===== src/rtl/loop_nco_ctrl.sv =====
module loop_nco_ctrl #(
  parameter int ERR_W    = 12,
  parameter int LOCK_LEN = 16,
  parameter logic [21:0] NOM_RST = 22'h0C11D3
) (
  input  logic             clk,
  input  logic             rst_n,
  input  logic             sym_valid,
  input  logic [ERR_W-1:0] phase_err,
  input  logic [3:0]       alpha_sh,
  input  logic [3:0]       beta_sh,
  input  logic [ERR_W-1:0] lock_thr,
  input  logic             cfg_wr,
  input  logic [1:0]       cfg_addr,
  input  logic [7:0]       cfg_wdata,
  output logic [21:0]      nom_freq,
  output logic [21:0]      integ_out,
  output logic [21:0]      nco_inc,
  output logic [21:0]      nco_phase,
  output logic             lock_n
);
  localparam int FW    = 22;
  localparam int CNT_W = $clog2(LOCK_LEN + 1);
  localparam logic signed [FW:0] IMAX = (23'sd1 <<< (FW - 1)) - 23'sd1;
  localparam logic signed [FW:0] IMIN = -(23'sd1 <<< (FW - 1));

  logic [7:0] stg0, stg1;
  logic [FW-1:0] nom_q;

  always_ff @(posedge clk or negedge rst_n) begin
    if (!rst_n) begin
      stg0  <= NOM_RST[7:0];
      stg1  <= NOM_RST[15:8];
      nom_q <= NOM_RST;
    end else if (cfg_wr) begin
      case (cfg_addr)
        2'd0: stg0 <= cfg_wdata;
        2'd1: stg1 <= cfg_wdata;
        2'd2: nom_q <= {cfg_wdata[FW-17:0], stg1, stg0};
        default: ;
      endcase
    end
  end

  logic signed [FW-1:0] err_x, p_term, i_term, integ_q, prop_q;
  logic signed [FW:0] i_sum;
  assign err_x  = FW'($signed(phase_err));
  assign p_term = err_x >>> alpha_sh;
  assign i_term = err_x >>> beta_sh;
  assign i_sum  = {integ_q[FW-1], integ_q} + {i_term[FW-1], i_term};

  logic [FW-1:0] phase_q;
  always_ff @(posedge clk or negedge rst_n) begin
    if (!rst_n) begin
      integ_q <= '0;
      prop_q  <= '0;
      phase_q <= '0;
    end else if (sym_valid) begin
      prop_q  <= p_term;
      phase_q <= phase_q + nco_inc;
      if (i_sum > IMAX)      integ_q <= IMAX[FW-1:0];
      else if (i_sum < IMIN) integ_q <= IMIN[FW-1:0];
      else                   integ_q <= i_sum[FW-1:0];
    end
  end

  assign nom_freq  = nom_q;
  assign integ_out = integ_q;
  assign nco_inc   = nom_q + integ_q + prop_q;
  assign nco_phase = phase_q;

  logic [FW-1:0] p_abs, thr_x;
  logic below, above, hit;
  logic [CNT_W-1:0] run_q;
  assign p_abs = p_term[FW-1] ? FW'(-p_term) : FW'(p_term);
  assign thr_x = FW'(lock_thr);
  assign below = p_abs < thr_x;
  assign above = p_abs > thr_x;
  assign hit   = lock_n ? below : above;

  always_ff @(posedge clk or negedge rst_n) begin
    if (!rst_n) begin
      run_q  <= '0;
      lock_n <= 1'b1;
    end else if (sym_valid) begin
      if (!hit) run_q <= '0;
      else if (run_q == CNT_W'(LOCK_LEN - 1)) begin
        run_q  <= '0;
        lock_n <= ~lock_n;
      end else run_q <= run_q + 1'b1;
    end
  end

  p_sat_hi_r3: assert property (@(posedge clk) disable iff (!rst_n)
    sym_valid && integ_q == IMAX[FW-1:0] && !phase_err[ERR_W-1] |=> integ_q == IMAX[FW-1:0]);
  p_sat_lo_r3: assert property (@(posedge clk) disable iff (!rst_n)
    sym_valid && integ_q == IMIN[FW-1:0] && phase_err[ERR_W-1] |=> integ_q == IMIN[FW-1:0]);
  p_phase_step_r4: assert property (@(posedge clk) disable iff (!rst_n)
    sym_valid |=> nco_phase == FW'($past(nco_phase) + $past(nco_inc)));
  p_idle_hold_r5: assert property (@(posedge clk) disable iff (!rst_n)
    !sym_valid |=> $stable(nco_phase) && $stable(integ_out) && $stable(lock_n));
  p_nom_commit_r6: assert property (@(posedge clk) disable iff (!rst_n)
    !(cfg_wr && cfg_addr == 2'd2) |=> $stable(nom_freq));
  p_lock_qual_r7: assert property (@(posedge clk) disable iff (!rst_n)
    sym_valid && lock_n && !below |=> lock_n);
  p_unlock_qual_r8: assert property (@(posedge clk) disable iff (!rst_n)
    sym_valid && !lock_n && !above |=> !lock_n);
endmodule


===== config.mk =====
export PLATFORM = sky130hd
export DESIGN_NAME = loop_nco_ctrl
export DESIGN_NICKNAME = d
export VERILOG_FILES = /design/src/rtl/loop_nco_ctrl.sv
export SDC_FILE = /design/constraint.sdc
export NUM_CORES = 1
export LEC_CHECK = 0
export ABC_CLOCK_PERIOD_IN_PS = 5400
export BUFFER_PORTS_ARGS = -buffer_cell sky130_fd_sc_hd__buf_2
export CAP_MARGIN = 25
export CELL_PAD_IN_SITES_DETAIL_PLACEMENT = 0
export CELL_PAD_IN_SITES_GLOBAL_PLACEMENT = 1
export CORE_MARGIN = 5
export CORE_UTILIZATION = 45
export DETAILED_ROUTE_END_ITERATION = 10
export GPL_ROUTABILITY_DRIVEN = 0
export PLACE_DENSITY_LB_ADDON = 0.1
export SLEW_MARGIN = 10
export SYNTH_ARGS = -nofsm -noshare
export SYNTH_HDL_FRONTEND = slang
export SYNTH_SLANG_ARGS = --single-unit

===== constraint.sdc =====
create_clock -name clk -period 5.4 [get_ports clk]
set_clock_uncertainty 0.15 [all_clocks]
set_input_delay 0.81 -clock clk [delete_from_list [all_inputs] [get_ports clk]]
set_output_delay 0.81 -clock clk [all_outputs]
set_load 0.01 [all_outputs]

======== After elaboration in Yosys (flattened, before gate mapping) ========
Index checks and enable logic that the tools add are counted.
storage, ports and cells
  register bits after elaboration ......... 110
  bits in latches ......................... 0
  bits in writable memories ............... 0
  bits in read-only memories .............. 0
  word-level logic and storage cells ...... 35
  memories kept ........................... 0
cells by class
  $add $sub $neg .......................... 6
  $mul .................................... 0
  div/mod/pow operators ................... 0
  order comparisons ....................... 4
  eq/ne operators ......................... 3
  shift operators ......................... 2
  mux-type cells .......................... 6
  bitwise operators ....................... 1
  reductions and logical operators ........ 5
operator list
  kind                                                                               count
  22-bit adder                                                                       3
  22-bit two-way mux                                                                 3
  12-bit by 4-bit >>> shifter with 22-bit output                                     2
  22-bit by 22-bit adder with 23-bit output                                          1
  23-bit by 22-bit greater-than comparator with 1-bit output, second input constant  1
  23-bit by 22-bit < comparator with 1-bit output, second input constant             1
  22-bit by 12-bit greater-than comparator with 1-bit output                         1
  22-bit by 12-bit < comparator with 1-bit output                                    1
  22-bit negation                                                                    1
  5-bit two-way mux                                                                  2
  2-bit AND reduction                                                                3
  5-bit by 1-bit adder with 5-bit output, second input constant                      1
  5-bit by 4-bit equality test with 1-bit output, second input constant              1
  3-bit AND reduction                                                                1
  2-bit by 1-bit equality test with 1-bit output, second input constant              1
  2-bit equality test, second input constant                                         1
  2-bit logical NOT                                                                  1
  1-bit two-way mux                                                                  1
  1-bit inverter                                                                     1

======== Depth between registers and ports, before layout ========
Gate-level depths: netlist of run 1.
  depth after elaboration ................. 6
  gate-level depth with buffers ........... 22
  mapped depth without buffers ............ 22

======== Worst setup path before layout of run 1 ========
OpenSTA, ideal clock, no wires.
  path kind ............................... input to register
  start ................................... input port beta_sh[0]
  end ..................................... register integ_q[10], in the netlist integ_out[10]
  setup time .............................. 123 ps
  arrival time ............................ 4542 ps
  required time ........................... 5127 ps
  slack ................................... 584 ps
  cell stages on the path ................. 17
  cell sequence ........................... buf_1 > mux2_2 > mux2i_1 > a21oi_1 > o21ai_0 > inv_1 > ha_1 > a21o_1 > a21oi_1 > o211ai_1 > a211oi_1 > o31ai_1 > a221oi_1 > xnor2_1 > o21ai_2 > buf_2 > o2bb2ai_1
between the ends
  cells in the longest elaborated chain, start to end .. 5
  elaborated cells on any way between the ends .. 6
  classes of those cells .................. add/sub: 1; order compare: 2; shift: 1; mux: 2
RTL lines
  element                                           line  RTL
  start: declaration                                11    input logic [3:0] beta_sh,
  12-bit by 4-bit >>> shifter with 22-bit output *  49    assign i_term = err_x >>> beta_sh;
  22-bit by 22-bit adder with 23-bit output *       50    assign i_sum = {integ_q[FW-1], integ_q} + {i_term[FW-1], i_term};
  23-bit by 22-bit < comparator with 1-bit output   62    else if (i_sum < IMIN) integ_q <= IMIN[FW-1:0];
  22-bit two-way mux                                62
  22-bit two-way mux *                              61    if (i_sum > IMAX) integ_q <= IMAX[FW-1:0];
  end signal: assignment                            61
  end signal: assignment                            62
  end signal: assignment                            63    else integ_q <= i_sum[FW-1:0];
  end: declaration                                  45    logic signed [FW-1:0] err_x, p_term, i_term, integ_q, prop_q;
Mark *: on every way between the ends. The rest lies on a longest branch, timed or not.
A chain may end at the register's enable or synchronous reset.

======== Final worst setup path of run 1 ========
  start ................................... input port alpha_sh[0]
  end ..................................... register run_q[0]
between the ends
  cells in the longest elaborated chain, start to end .. 6
  elaborated cells on any way between the ends .. 7
  classes of those cells .................. add/sub: 1; order compare: 2; shift: 1; mux: 3
RTL lines
  element                                                                                                                               line    RTL
  start: declaration                                                                                                                    10      input logic [3:0] alpha_sh,
  12-bit by 4-bit >>> shifter with 22-bit output *                                                                                      48      assign p_term = err_x >>> alpha_sh;
  22-bit negation                                                                                                                       75      assign p_abs = p_term[FW-1] ? FW'(-p_term) : FW'(p_term);
  22-bit two-way mux *                                                                                                                  75
  22-bit by 12-bit greater-than comparator with 1-bit output / 22-bit by 12-bit < comparator with 1-bit output (equally long branches)  78, 77
  1-bit two-way mux *                                                                                                                   79      assign hit = lock_n ? below : above;
  5-bit two-way mux *                                                                                                                   86      if (!hit) run_q <= '0;
  end signal: assignment                                                                                                                90      end else run_q <= run_q + 1'b1;
  end: declaration                                                                                                                      74      logic [CNT_W-1:0] run_q;
Marked as above.

==> reports/results.txt, run 1 <==
initial antenna violation count -> 0
drt wl/cell -> 17.5 um
Vias -> 6932
Clk pin slew, worst setup/hold paths -> 0.08 ns
cts bufs inserted -> 9
vias in the first global route -> 6914
placed insts -> 1257
H-tree Lvls -> 3
Die W -> 149 um
IO Count -> 135
row cnt -> 50
crit share post-route -> 93.4%
ys async rst share -> 100%
RSZ-0062 raised after global routing -> false
Final Util -> 53.0%
Critical Path AT -> 5.16 ns
MaxCap Viol Count -> 0
delay-heaviest family, CP -> compound AO/OA/AOI/OAI gates
CP max stage delay -> 0.67 ns
Yosys reg bits -> 100
drt initial violations -> 290
Most used DFF post-synth -> dfrtp_1
instance count of the mapped netlist -> 874
endpoints failing hold -> 0
Clock Latency Late Sink -> 0.36 ns
commonest cells in the netlist -> dfrtp_1, a21oi_1, ha_1
core area -> 0.0188 sq mm
final cell count without fillers -> 1273
synthesized net count -> 1021
crit-path cells -> buf_2, mux4_1, mux2_2, mux2_2, or3_1, or2_0, or2_1, o21bai_4, nand2_2, xnor2_1, ha_1, nand4_1, nor2_1, o21ai_0, a221oi_1, o21ai_0, o31ai_1
Hold Crit Depth -> 1
Req. time, crit path -> 5.51 ns
GR Util All Layers -> 20.2%
Post-route DRC -> 0
# diodes -> 0
post-synthesis sequential area ratio -> 29.1%
synth unique cells -> 64
Yosys top cell by area -> dfrtp_1
CTS sink count -> 100
Reg2Reg Launch Point -> nom_freq[1]
dpl hpwl -> 17.7 mm
dominant cells by area after synthesis -> dfrtp_1, ha_1, mux2_2
global route overflow -> 0
cts hold-fix bufs -> 0
largest net degree at the start of global routing -> 59
PortBufs -> 134
share of the synthesized area in the top cell type -> 24.0%
Crit Path Max Fanout -> 6
final hold slack -> 0.339 ns
fin nets -> 1155
Sum Neg Setup Slack -> 0 ns
crit path kind -> input pin to flop
Slew HR -> 49.2%
Die H -> 149 um
status -> finished clean
Routed Antenna Nets -> 0
post-synthesis cell area -> 0.00866 sq mm
worst path bufs/invs -> 1
first-pass detailed-route iteration total -> 4
Starting Density -> 46.0%
critical register-to-register path endpoint -> nco_phase[21]
Worst Setup SP -> alpha_sh[0]
worst-case clock buffer depth -> 2
Syn-to-layout area delta -> 15.2%
final setup violation count -> 0
Hold WC Path Type -> flop to flop
synth warn -> 0
top-count cell post-synth -> dfrtp_1
die area -> 0.0221 sq mm
clock root cell -> clkbuf_16
Hold EP -> nco_phase[21]
Post-synth EDFFs -> 0
Worst path slowest cell -> a221oi_1
Slew @ Worst Pin -> 0.763 ns
min cycle time layout -> 5.04 ns
total wire length -> 22.3 mm
r2r setup slk -> 0.42 ns
CTS tree -> yes
Syn Area/Cell -> 9.91 sq um
CP startpoint kind -> input pin
Worst Hold Launch -> nco_phase[21]
Max Slew Vio Count -> 0
drt via density -> 5.45
f_max -> 198 MHz
Crit. End Element -> flop
R2R depth -> 22
wire length of the first global-routing pass -> 36.0 mm
share of cells above drive strength 1 -> 27.4%
per-stage QoR:
stage / setup slack (ns) / cell area [sq um]
floorplan: 0.584 / 8660
global placement: 0.0940 / 9640
CTS: 0.223 / 9960
finish: 0.358 / 9970
detailed placement: 0.0268 / 9660
global route: 0.0126 / 9970
metal layers:
metal  wire (um)  GRT usage [%]  vias to the layer above
met5           0              0                        -
met4         198           3.88                        0
met3        1030           3.75                       15
met2       10600           34.1                      138
met1       10500           27.4                     3301
li1            -              -                     3478
placed cells by master (no fill, tap or decap), drive strengths merged, types with 6 or more instances in the layout:
cell,count
dfrtp,83
a21o,27
o21ai,44
dfstp,17
o31ai,11
nor2b,10
nor3,7
mux2i,10
inv,42
buf,155
or3,7
a211oi,7
clkbuf,9
nand3,7
nand4,7
mux2,71
fa,24
a21oi,80
nand2,51
nor2,64
xor2,15
ha,77
o21a,17
o211ai,6
xnor2,49
nand2b,13
o21bai,7
and3,7
o2bb2ai,19
mux4,14
flip-flops by register name, summed over array words and instances, names as in the netlist:
register and flops:
integ_out 22, nco_phase 22, nom_freq 22, prop_q 12, stg0 8, stg1 8, run_q 5, lock_n 1
layout make-up:
class	instances	area [sq um]
Tap cell	260	325
Inverter	37	139
Timing Repair Buffer	155	851
Fill cell	1754	8860
Multi-Input combinational cell	705	5830
Clock buffer	9	225
Clock inverter	7	73.8
Sequential cell	100	2520
kinds of logic after synthesis:
logic type / Yosys count / share of synthesized area [%]
XOR/XNOR: 64 / 6.47
adder cells (fa/ha/maj): 101 / 16.7
multiplexers: 95 / 14.3
AO/OA/AOI/OAI: 255 / 19.3
AND/OR/NAND/NOR: 190 / 10.4
buffers and inverters: 69 / 3.67
flip-flops: 100 / 29.1
how the worst max path moves through the flow:
stage                               end  depth (start not counted)  slack [ns]
final                          run_q[0]                         17        0.36
after global routing      nco_phase[21]                         22        0.01
after global placement         run_q[0]                         18        0.09
after CTS                 nco_phase[21]                         22        0.22
after detailed placement       run_q[0]                         17        0.03
after floorplan           integ_out[10]                         17        0.58
what timing repair did:
item                       in CTS  in global routing
buffers inserted                0                  0
gates resized for setup         0                  2
setup endpoints to repair       0                  4
Power of run 1 is not shown: default switching activity piles up to over one toggle a cycle in this logic, so the estimate is an artifact.
==> run 2, diff against run 1 <==
ABC_CLOCK_PERIOD_IN_PS = 4600   (was 5400)
CORE_UTILIZATION = 41   (was 45)
REMOVE_ABC_BUFFERS = 1   (was not set)
clock period = 4.6 ns   (was 5.4 ns; I/O delays follow)
==> reports/results.txt, run 2 (same netlist as run 1, synthesis figures left out) <==
Die H -> 155 um
min cycle time layout -> 4.57 ns
fin nets -> 1310
met1 Use GR -> 27.4%
drt via density -> 5.24
largest net degree at the start of global routing -> 74
status -> finished clean
final setup violation count -> 0
Slew @ Worst Pin -> 0.681 ns
crit share post-route -> 99.4%
RSZ-0062 raised after global routing -> true
Die W -> 155 um
commonest non-fill, non-tap cell in the layout -> buf_4
Routed Antenna Nets -> 0
Crit Path Max Fanout -> 3
GRT met3 Usage -> 3.92%
Crit. End Element -> flop
clock root cell -> clkbuf_16
Syn-to-layout area delta -> 32.6%
# diodes -> 0
dpl hpwl -> 19.1 mm
Max Slew Vio Count -> 0
CP startpoint kind -> flop
placed insts -> 1414
most frequent cells in the layout -> buf_4, buf_2, dfrtp_1
wire length of the first global-routing pass -> 39.0 mm
Starting Density -> 41.4%
vias in the first global route -> 7549
Post-route DRC -> 0
CTS tree -> yes
Vias -> 7555
final hold slack -> 0.0926 ns
H-tree Lvls -> 3
total wire length -> 24.3 mm
Hold WC Path Type -> input pin to async pin
share of cells above drive strength 1 -> 40.6%
Req. time, crit path -> 4.70 ns
core area -> 0.0209 sq mm
endpoints failing hold -> 0
cts hold-fix bufs -> 0
met2 Usage GRT -> 33.1%
CTS sink count -> 100
MaxCap Viol Count -> 0
IO Count -> 135
global route overflow -> 0
f_max -> 219 MHz
PortBufs -> 134
first-pass detailed-route iteration total -> 4
worst-case clock buffer depth -> 2
cts bufs inserted -> 9
drt wl/cell -> 16.8 um
drt initial violations -> 287
row cnt -> 53
gr busiest metal -> met2
Critical Path AT -> 4.67 ns
FILL cells -> 1998
final cell count without fillers -> 1443
GR Util All Layers -> 19.9%
Slew HR -> 54.5%
initial antenna violation count -> 0
die area -> 0.0241 sq mm
crit path kind -> flop to flop
Clk pin slew, worst setup/hold paths -> 0.07 ns
Clock Latency Late Sink -> 0.35 ns
## run 2: cell count changes in the layout (fill, tap and decap cells not counted), sizes merged
cell      before  now
clkbuf         9   13
clkinvlp       0    1
inv           42   38
buf          155  310
clkinv         2    1
## run 2: final cells by class
class / count / area (sq um) / area share, %
tap: 275 / 344 / 3.00
clock buffer: 13 / 250 / 2.18
timing repair buffer: 310 / 2080 / 18.1
clock inverter: 3 / 21.3 / 0.185
sequential: 100 / 2520 / 22.0
multi-input combinational: 705 / 6120 / 53.3
inverter: 37 / 139 / 1.21
## run 2: repair_timing
| action | in CTS | in global routing |
|---|---|---|
| resized for setup | 25 | 49 |
| pin swaps | 13 | 45 |
| setup buffers | 4 | 8 |
| endpoints found under the setup margin | 12 | 36 |
| cloned | 0 | 0 |
| hold endpoints to repair | 0 | 0 |
## run 2: stage by stage
step	setup slack (ns)	area, sq um	utilization (%)	TNS, ns
3_5_place_dp	-0.507	10800	51.6	-7.69
5_1_grt	-0.169	11500	55.0	-0.504
6_report	0.0275	11500	55.0	0
4_1_cts	-0.00185	11200	53.6	-0.00185
3_3_place_gp	-0.511	10700	51.4	-8.65
2_1_floorplan	-0.0772	8480	-	-1.52
## run 2: critical path, stage by stage (launching register included)
cell and delay (ns):
dfrtp_1 0.42, fa_1 0.53, ha_2 0.19, inv_2 0.04, fa_2 0.41, nor2b_4 0.16
o31ai_4 0.08, a21oi_2 0.18, o21a_1 0.17, o21a_1 0.13, nor2_1 0.05, xnor2_1 0.19
buf_4 0.17, ha_4 0.19, a21o_1 0.15, a21o_1 0.18, a21oi_4 0.18, o31ai_4 0.11
a211o_1 0.31, a21oi_2 0.14, xnor2_1 0.09, mux2_4 0.26
## run 2: path summary, 6_finish.rpt
check                               from       endpoint  slack, ns  cells after the start
setup / recovery            integ_out[1]  nco_phase[20]       0.03                     21
hold / removal                     rst_n  nco_phase[14]       0.09                      1
setup reg to reg            integ_out[1]  nco_phase[20]       0.03                     21
hold reg to reg            nco_phase[21]  nco_phase[21]       0.32                      1
max in group asynchronous          rst_n    nom_freq[4]       3.17                      3
min in group clk           nco_phase[21]  nco_phase[21]       0.32                      1
## run 2: layer usage
layer  share of wire, %  vias to the layer above
li1                   -                     3797
met1                 46                     3595
met2                 48                      146
met3                4.6                       17
met4                1.2                        0
met5                  0                        -
Power of run 2 is left out for the same reason.
==> run 3, diff against run 2 <==
ABC_CLOCK_PERIOD_IN_PS = 5300   (was 4600)
CORE_UTILIZATION = 30   (was 41)
clock period = 5.3 ns   (was 4.6 ns; I/O delays follow)
==> reports/results.txt, run 3 (same netlist as run 1, synthesis figures left out) <==
fin nets -> 1170
Post-route DRC -> 0
IO Count -> 135
global route overflow -> 0
initial antenna violation count -> 0
clock root cell -> clkbuf_16
Slew HR -> 54.6%
first-pass detailed-route iteration total -> 4
f_max -> 206 MHz
PortBufs -> 134
MaxCap Viol Count -> 0
CP startpoint kind -> flop
cts bufs inserted -> 9
most frequent cells in the layout -> buf_2, dfrtp_1, a21oi_1
drt via density -> 5.01
largest net degree at the start of global routing -> 50
crit path kind -> flop to flop
Crit Path Max Fanout -> 5
core area -> 0.0286 sq mm
drt initial violations -> 362
Hold WC Path Type -> input pin to async pin
Die W -> 180 um
Clk pin slew, worst setup/hold paths -> 0.08 ns
dpl hpwl -> 20.4 mm
CTS sink count -> 100
total wire length -> 25.5 mm
Critical Path AT -> 4.96 ns
Most common cell on crit path -> a21o_1
Syn-to-layout area delta -> 18.7%
Die H -> 180 um
min cycle time layout -> 4.86 ns
share of cells above drive strength 1 -> 28.6%
placed insts -> 1395
wire length of the first global-routing pass -> 40.5 mm
vias in the first global route -> 7232
RSZ-0062 raised after global routing -> false
cell area after layout -> 0.0103 sq mm
row cnt -> 62
worst-case clock buffer depth -> 2
crit share post-route -> 91.7%
cts hold-fix bufs -> 0
Placed Area -> 0.00995 sq mm
CP max stage delay -> 0.52 ns
crit-path cells -> fa_1, ha_1, a21o_1, a21oi_2, nor2b_1, o32a_1, a21o_1, a21oi_1, xnor2_1, ha_1, and4_1, a221oi_1, o21ai_0, a21o_1, and2_1, a41oi_1, xnor2_1, mux2_2
Max Slew Vio Count -> 0
CTS tree -> yes
die area -> 0.0324 sq mm
FILL cells -> 2990
Routed Antenna Nets -> 0
Sum Neg Setup Slack -> 0 ns
final cell count without fillers -> 1412
Starting Density -> 30.2%
Req. time, crit path -> 5.40 ns
Vias -> 7080
GR Util All Layers -> 15.5%
endpoints failing hold -> 0
Worst path slowest cell -> fa_1
commonest non-fill, non-tap cell in the layout -> buf_2
Crit. End Element -> flop
drt wl/cell -> 18.0 um
# diodes -> 0
final setup violation count -> 0
status -> finished clean
Slew @ Worst Pin -> 0.662 ns
Final Util -> 35.9%
Clock Latency Late Sink -> 0.35 ns
H-tree Lvls -> 3
run 3: cell types whose count changed in the layout (fill, tap and decap cells not counted), moves of 3 or more:
cell       delta
xnor2_1       +4
a21oi_1      +11
o21ai_1       -9
a21oi_2       -9
o21ai_0      +11
buf_4       -134
ha_4          -5
ha_1          +7
a2111oi_0     +3
buf_6         -4
run 3: worst max-delay path: cells and delay by family, from the launching register on:
family	cells	cell delay, ns
DFF	1	0.43
and+or+nand+nor	3	0.49
adders and majority gates	3	1.15
xor gates and xnor gates	2	0.28
muxes	1	0.26
AOI/OAI and AO/OA	9	2.00
run 3: timing repair:
item	4_1_cts	5_1_grt
gates resized for setup	0	4
setup endpoints to repair	0	3
setup buffers	0	1
run 3: final timing paths:
check                              start             to  slack (ns)  cells past startpoint
setup / recovery             nom_freq[2]  nco_phase[15]        0.44                     18
hold / removal                     rst_n  nco_phase[20]        0.27                      1
setup reg to reg             nom_freq[2]  nco_phase[15]        0.44                     18
hold reg to reg            nco_phase[21]  nco_phase[21]        0.33                      1
max in group asynchronous          rst_n        stg1[4]        3.79                      2
min in group clk           nco_phase[21]  nco_phase[21]        0.33                      1
run 3: layout make-up:
class                   count  area, sq um  share of cell area [%]
well taps                 384          480                    4.67
multi-input cells         705         5850                    56.9
repair buffers            170          988                    9.62
clock inverters             5         60.1                   0.584
flip-flops and latches    100         2520                    24.5
inverters                  37          139                    1.35
clock buffers              11          243                    2.36
run 3: metrics by stage:
stage	setup WS, ns	hold WS (ns)
3_5_place_dp	0.0772	0.309
6_report	0.439	0.268
3_3_place_gp	0.0592	0.317
2_1_floorplan	0.518	0.325
5_1_grt	0.00128	0.308
4_1_cts	0.249	0.268
run 3: routing by layer:
layer  part of all wire [%]  wire length (um)  GRT usage, %  vias to the layer above
li1                       -                 -             -                     3504
met1                     47             12100          21.1                     3420
met2                     47             12100          25.8                      141
met3                    4.5              1150          3.13                       15
met4                   0.72               184          2.62                        0
met5                      0                 0             0                        -
Power of run 3 is left out for the same reason.
